$ cat src/rtl/rot_pkg.sv
package rot_pkg;

   typedef enum logic [1:0] {
      ROT_OP_LEFT  = 2'd0,
      ROT_OP_RIGHT = 2'd1,
      ROT_OP_RCR   = 2'd2,
      ROT_OP_PASS  = 2'd3
   } rot_op_e;

   typedef enum logic [1:0] {
      ROT_SZ_8  = 2'd0,
      ROT_SZ_16 = 2'd1,
      ROT_SZ_32 = 2'd2,
      ROT_SZ_32B = 2'd3
   } rot_size_e;

   typedef struct packed {
      logic cf;
      logic of;
      logic upd;
   } rot_flags_t;

   localparam int ROT_CNT_BITS = 5;

endpackage

$ cat src/rtl/rot_lane.sv
module rot_lane
   import rot_pkg::*;
#(
   parameter int W = 8
) (
   input  logic [W-1:0]              opnd,
   input  logic [ROT_CNT_BITS-1:0]   cnt5,
   input  rot_op_e                   op,
   input  logic                      cf_in,
   input  logic                      of_in,
   output logic [W-1:0]              res,
   output rot_flags_t                flags
);

   localparam int LOG_W = $clog2(W);

   if (W != 8 && W != 16 && W != 32) begin : g_bad_width
      $error("rot_lane: W must be 8, 16 or 32");
   end

   logic [LOG_W-1:0] rot_n;
   logic [5:0]       rcr_n;
   logic [6:0]       rot_back;
   logic [6:0]       rcr_back;
   logic [W-1:0]     rol_v;
   logic [W-1:0]     ror_v;
   logic [W:0]       rcr_v;
   logic             keep_rol;
   logic             keep_ror;

   // Count decode: masked count for plain rotates, modulo W+1 for carry rotate.
   assign rot_n    = LOG_W'(cnt5);
   assign rcr_n    = 6'({1'b0, cnt5} % 6'(W + 1));
   assign rot_back = 7'(W) - 7'(rot_n);
   assign rcr_back = 7'(W + 1) - 7'(rcr_n);

   assign rol_v = (opnd << rot_n) | (opnd >> rot_back);
   assign ror_v = (opnd >> rot_n) | (opnd << rot_back);
   assign rcr_v = ({cf_in, opnd} >> rcr_n) | ({cf_in, opnd} << rcr_back);

   // Flag-only cases where the masked count is zero.
   if (W == 8) begin : g_keep_byte
      assign keep_rol = (rot_n == '0) && (cnt5[4:3] != 2'b00);
      assign keep_ror = (rot_n == '0) && cnt5[4];
   end else if (W == 16) begin : g_keep_word
      assign keep_rol = (rot_n == '0) && cnt5[4];
      assign keep_ror = (rot_n == '0) && cnt5[4];
   end else begin : g_keep_none
      assign keep_rol = 1'b0;
      assign keep_ror = 1'b0;
   end

   always_comb begin
      res       = opnd;
      flags.cf  = cf_in;
      flags.of  = of_in;
      flags.upd = 1'b0;
      unique case (op)
         ROT_OP_LEFT: begin
            if ((rot_n != '0) || keep_rol) begin
               res       = rol_v;
               flags.cf  = rol_v[0];
               flags.of  = rol_v[0] ^ rol_v[W-1];
               flags.upd = 1'b1;
            end
         end
         ROT_OP_RIGHT: begin
            if ((rot_n != '0) || keep_ror) begin
               res       = ror_v;
               flags.cf  = ror_v[W-1];
               flags.of  = ror_v[W-1] ^ ror_v[W-2];
               flags.upd = 1'b1;
            end
         end
         ROT_OP_RCR: begin
            if (rcr_n != '0) begin
               res       = rcr_v[W-1:0];
               flags.cf  = rcr_v[W];
               flags.of  = rcr_v[W-1] ^ rcr_v[W-2];
               flags.upd = 1'b1;
            end
         end
         default: begin
         end
      endcase
   end

endmodule

$ cat src/rtl/rot_out_stage.sv
module rot_out_stage
   import rot_pkg::*;
#(
   parameter int DATA_W = 32
) (
   input  logic              clk,
   input  logic              rst_n,
   input  logic              load_req,
   output logic              load_rdy,
   input  logic [DATA_W-1:0] d_res,
   input  rot_flags_t        d_flags,
   input  logic              take,
   output logic              q_valid,
   output logic [DATA_W-1:0] q_res,
   output rot_flags_t        q_flags
);

   logic load;

   assign load_rdy = !q_valid || take;
   assign load     = load_req && load_rdy;

   always_ff @(posedge clk or negedge rst_n) begin
      if (!rst_n) begin
         q_valid <= 1'b0;
         q_res   <= '0;
         q_flags <= '0;
      end else begin
         if (load) begin
            q_valid <= 1'b1;
            q_res   <= d_res;
            q_flags <= d_flags;
         end else if (take) begin
            q_valid <= 1'b0;
         end
      end
   end

endmodule

$ cat src/rtl/rot_flag_unit.sv
module rot_flag_unit
   import rot_pkg::*;
#(
   parameter int DATA_W = 32,
   parameter int CNT_W  = 8
) (
   input  logic              clk,
   input  logic              rst_n,
   input  logic              in_valid,
   output logic              in_ready,
   input  logic [DATA_W-1:0] in_operand,
   input  logic [CNT_W-1:0]  in_count,
   input  logic [1:0]        in_op,
   input  logic [1:0]        in_size,
   input  logic              in_cf,
   input  logic              in_of,
   output logic              out_valid,
   input  logic              out_ready,
   output logic [DATA_W-1:0] out_result,
   output logic              out_cf,
   output logic              out_of,
   output logic              out_flags_upd
);

   localparam int NUM_LANES = $clog2(DATA_W / 8) + 1;
   localparam int SEL_W     = $clog2(NUM_LANES);

   if (DATA_W != 32) begin : g_chk_data_w
      $error("rot_flag_unit: DATA_W must be 32");
   end
   if (CNT_W < ROT_CNT_BITS) begin : g_chk_cnt_w
      $error("rot_flag_unit: CNT_W must be at least 5");
   end

   logic [ROT_CNT_BITS-1:0] cnt5;
   rot_op_e                 op_e;
   logic [SEL_W-1:0]        lane_sel;
   logic [DATA_W-1:0]       lane_res [NUM_LANES];
   rot_flags_t              lane_flg [NUM_LANES];
   logic [DATA_W-1:0]       sel_res;
   rot_flags_t              sel_flg;
   rot_flags_t              q_flg;

   assign cnt5 = ROT_CNT_BITS'(in_count);
   assign op_e = rot_op_e'(in_op);

   for (genvar g = 0; g < NUM_LANES; g++) begin : g_lane
      localparam int LW = 8 << g;
      logic [LW-1:0] r;
      rot_lane #(.W(LW)) u_lane (
         .opnd  (in_operand[LW-1:0]),
         .cnt5  (cnt5),
         .op    (op_e),
         .cf_in (in_cf),
         .of_in (in_of),
         .res   (r),
         .flags (lane_flg[g])
      );
      assign lane_res[g] = DATA_W'(r);
   end

   assign lane_sel = (in_size >= 2'(NUM_LANES)) ? SEL_W'(NUM_LANES - 1) : SEL_W'(in_size);
   assign sel_res  = lane_res[lane_sel];
   assign sel_flg  = lane_flg[lane_sel];

   rot_out_stage #(.DATA_W(DATA_W)) u_out (
      .clk      (clk),
      .rst_n    (rst_n),
      .load_req (in_valid),
      .load_rdy (in_ready),
      .d_res    (sel_res),
      .d_flags  (sel_flg),
      .take     (out_ready),
      .q_valid  (out_valid),
      .q_res    (out_result),
      .q_flags  (q_flg)
   );

   assign out_cf        = q_flg.cf;
   assign out_of        = q_flg.of;
   assign out_flags_upd = q_flg.upd;

endmodule

$ cat config.mk
export PLATFORM = sky130hd
export DESIGN_NAME = rot_flag_unit
export DESIGN_NICKNAME = d
export VERILOG_FILES = /design/src/rtl/rot_pkg.sv /design/src/rtl/rot_lane.sv /design/src/rtl/rot_out_stage.sv /design/src/rtl/rot_flag_unit.sv
export SDC_FILE = /design/constraint.sdc
export NUM_CORES = 1
export LEC_CHECK = 0
export BUFFER_PORTS_ARGS = -buffer_cell sky130_fd_sc_hd__buf_2
export CORE_MARGIN = 1.5
export CORE_UTILIZATION = 30
export DETAILED_ROUTE_END_ITERATION = 16
export PLACE_DENSITY = 0.47
export SYNTH_ARGS = -nofsm -noshare
export SYNTH_HDL_FRONTEND = slang
export SYNTH_SLANG_ARGS = --single-unit
$ cat constraint.sdc
create_clock -name clk -period 4.9 [get_ports clk]
set_input_delay 0.49 -clock clk [delete_from_list [all_inputs] [get_ports clk]]
set_output_delay 0.49 -clock clk [all_outputs]
set_load 0.02 [all_outputs]
==> metrics.yaml <==
status:
  outcome: "complete, no violations"
setup_path:
  worstPathRequired_ps: 5120
  crit_path_max_incr_delay_ps: 770
  cp-end-kind: "register"
  ff2ff_setup_slack_ps: 2780
  crit_fanout: 29
  path_cells: "buf_2, inv_2, buf_4, ha_2, inv_2, buf_12, mux2i_1, a21oi_1, a211oi_1, a2111oi_0, o31ai_1, a211oi_1, buf_4, o22ai_1"
  cp.arrival_ps: 4720
  cp_slowest_cell: "a211oi_1"
  reg2reg_depth: 5
  r2r_start: "u_out.q_valid$_DFFE_PN0P_"
  crit_type: "in2reg"
  start_kind: "primary input"
  timing.rr.end: "u_out.q_res[15]$_DFFE_PN0P_"
synth:
  ys.flop_type: "dfrtp_1"
  syn_area_um2: 15600
  synth-edff-count: 0
  synth_cell_types: 94
  netlist_instances: 2231
  yosysWarnings: 0
  postSynthAreaPerCell_um2: 6.98
  synth_seq_area_share_pct: 5.78
  async_reset_ff_share_pct: 100
  synth_top_area_share_pct: 12.6
  yosys_register_bits: 36
  post-synth-top-count-cell: "nand2_1"
  ys_top_cells_by_count: "308 x nand2_1, 204 x o21ai_0, 195 x nor2_1"
  syn_nets: 2292
  synth_area_leaders: "mux4_2 13%, mux2i_1 9.5%, nand2_1 7.4%, o21ai_0 6.6%, a21oi_1 6.0%"
  synth_top_cell_by_area: "mux4_2"
routing:
  drt-initial-drc-count: 3148
  postRouteAntennaNets: 0
  drc: 0
  dr.pass1.iters: 7
  routedWlPerCell_um: 40.0
  viasPerCell: 7.17
  wirelength_mm: 119
  via_count: 21410
global_route:
  grt.total_usage_pct: 43.7
  grtUsageMet2_pct: 67.0
  grt_pass1_wl_mm: 165
  grt_max_degree: 102
  busiest_layer: "met2"
  use_met3_pct: 9.38
  antenna_found_initial: 4
  use_met1_pct: 54.7
  grt_pass1_vias: 20214
  gr-total-overflow: 0
clock_tree:
  cts_buffers: 5
  ctsRootBufferMaster: "clkbuf_16"
  clk_latency_ps: 300
  cts_resized: 0
  holdBufCountCts: 0
  htreeDepth: 2
  clock_path_buffers: 2
  cts_setup_buffers: 0
  cts_tree: "done"
  clock-sinks: 36
  clk_pin_slew_ps: 70
floorplan:
  num_rows: 83
  core-area_um2: 51300
  die_x_um: 231
  die_h_um: 231
  die-area_um2: 53300
  initial_core_util_pct: 30.4
  ios: 87
placed_design:
  gp_congestion: 1.08
  portBuffers: 83
  hpwl_mm: 90.3
power_and_ir_drop:
  irDropWorstVdd_mv: 0.153
  power_leakage_uw: 0.00693
  power_density_nw_per_um2: 233
  power_uw: 4180
cells_and_area:
  layout-drive-gt1-share_pct: 23.7
  fin_nets: 2364
  multi_input_area_um2: 13600
  seq_area_um2: 901
  areaGrowthSynthToFinish_pct: 15.4
  fillCellCount: 5662
sta:
  fin_crit_sh_pct: 91.9
  fmax_mhz: 222
  holdWs_ps: 301
  hold_viol: 0
  fin_crit_ps: 4500
  report.final.setup_viol: 0
  slew_violations: 0
  maxSlewHeadroom_pct: 11.6
  tightest_slew_ps: 1320
  clock_skew_ps: 7.20
  final.setup.tns_ps: 0
  rsz0062_at_grt: "no"
min_path:
  hold_class: "in2async"
run:
  cap_violations: 0
power breakdown:
part           internal, uW  switching, uW
Sequential              348           36.2
Clock                   240            158
Combinational          1140           2260
cell type report:
cell class,instances,share of cell area [%]
clock buffer,5,0.696
timing repair buffer,316,12.9
inverter,26,0.599
tap,680,4.73
antenna,1,0.0139
sequential,36,5.01
clock inverter,3,0.237
multi-input combinational,1918,75.8
layout by cell type, fill, tap and decap left out, types with 13 or more instances in the layout:
master / n
and3_1: 15
mux2i_1: 146
nor3_1: 31
buf_4: 224
a221oi_1: 26
nor2_1: 193
a31oi_1: 43
inv_1: 13
nand2b_1: 22
o2111ai_1: 18
o31ai_1: 19
o22ai_1: 18
nand3_1: 62
a2111oi_0: 14
mux2_2: 67
a22oi_1: 15
o21ai_0: 204
a21o_1: 13
nand2_1: 307
and2_1: 19
buf_2: 80
dfrtp_1: 36
o211ai_1: 68
mux4_2: 87
o221ai_1: 36
a211oi_1: 59
a21oi_1: 186
flip-flops by register name, summed over array words and instances (netlist names):
register       flops
u_out.q_flags      3
u_out.q_res       32
u_out.q_valid      1
critical path, delay by kind of cell:
| family | cells | cell delay (ps) |
|---|---|---|
| AO/OA/AOI/OAI | 6 | 1900 |
| adder cells (fa/ha/maj) | 1 | 460 |
| buffers and inverters | 6 | 1570 |
| multiplexers | 1 | 280 |
per-stage QoR:
step                      utilization (%)  worst slack, ps  instances  cell area, um^2
after floorplan                         -            -28.3       2231            15700
after global placement               34.7              359       2976            17800
after detailed placement             34.7              315       2976            17800
after CTS                            35.0              602       2984            18000
after global routing                 35.0              307       2984            18000
final                                35.0              397       2985            18000
how the worst max path moves through the flow:
| stage | from | endpoint | slack (ps) | cells past startpoint |
|---|---|---|---|---|
| floorplan | in_count[1] | u_out.q_res[7]$_DFFE_PN0P_ | -30 | 26 |
| global placement | in_count[2] | u_out.q_res[1]$_DFFE_PN0P_ | 360 | 14 |
| detailed placement | in_count[2] | u_out.q_res[1]$_DFFE_PN0P_ | 310 | 14 |
| CTS | in_count[2] | u_out.q_res[1]$_DFFE_PN0P_ | 600 | 14 |
| global route | in_count[2] | u_out.q_res[1]$_DFFE_PN0P_ | 310 | 14 |
| finish | in_count[2] | u_out.q_res[1]$_DFFE_PN0P_ | 400 | 14 |
kinds of logic after synthesis:
kind of cell / synth area share [%]
compound gates: 37.3
xor+xnor: 0.731
fa+ha+maj: 0.884
buf+inv: 7.48
flops: 5.78
mux: 27.1
simple gates: 20.7
layer usage:
metal	wire length, um	up-vias
li1	-	8786
met1	46400	10655
met2	51400	1562
met3	11500	403
met4	10000	4
met5	45	-
Note: power is estimated with default switching activity, not from simulation.
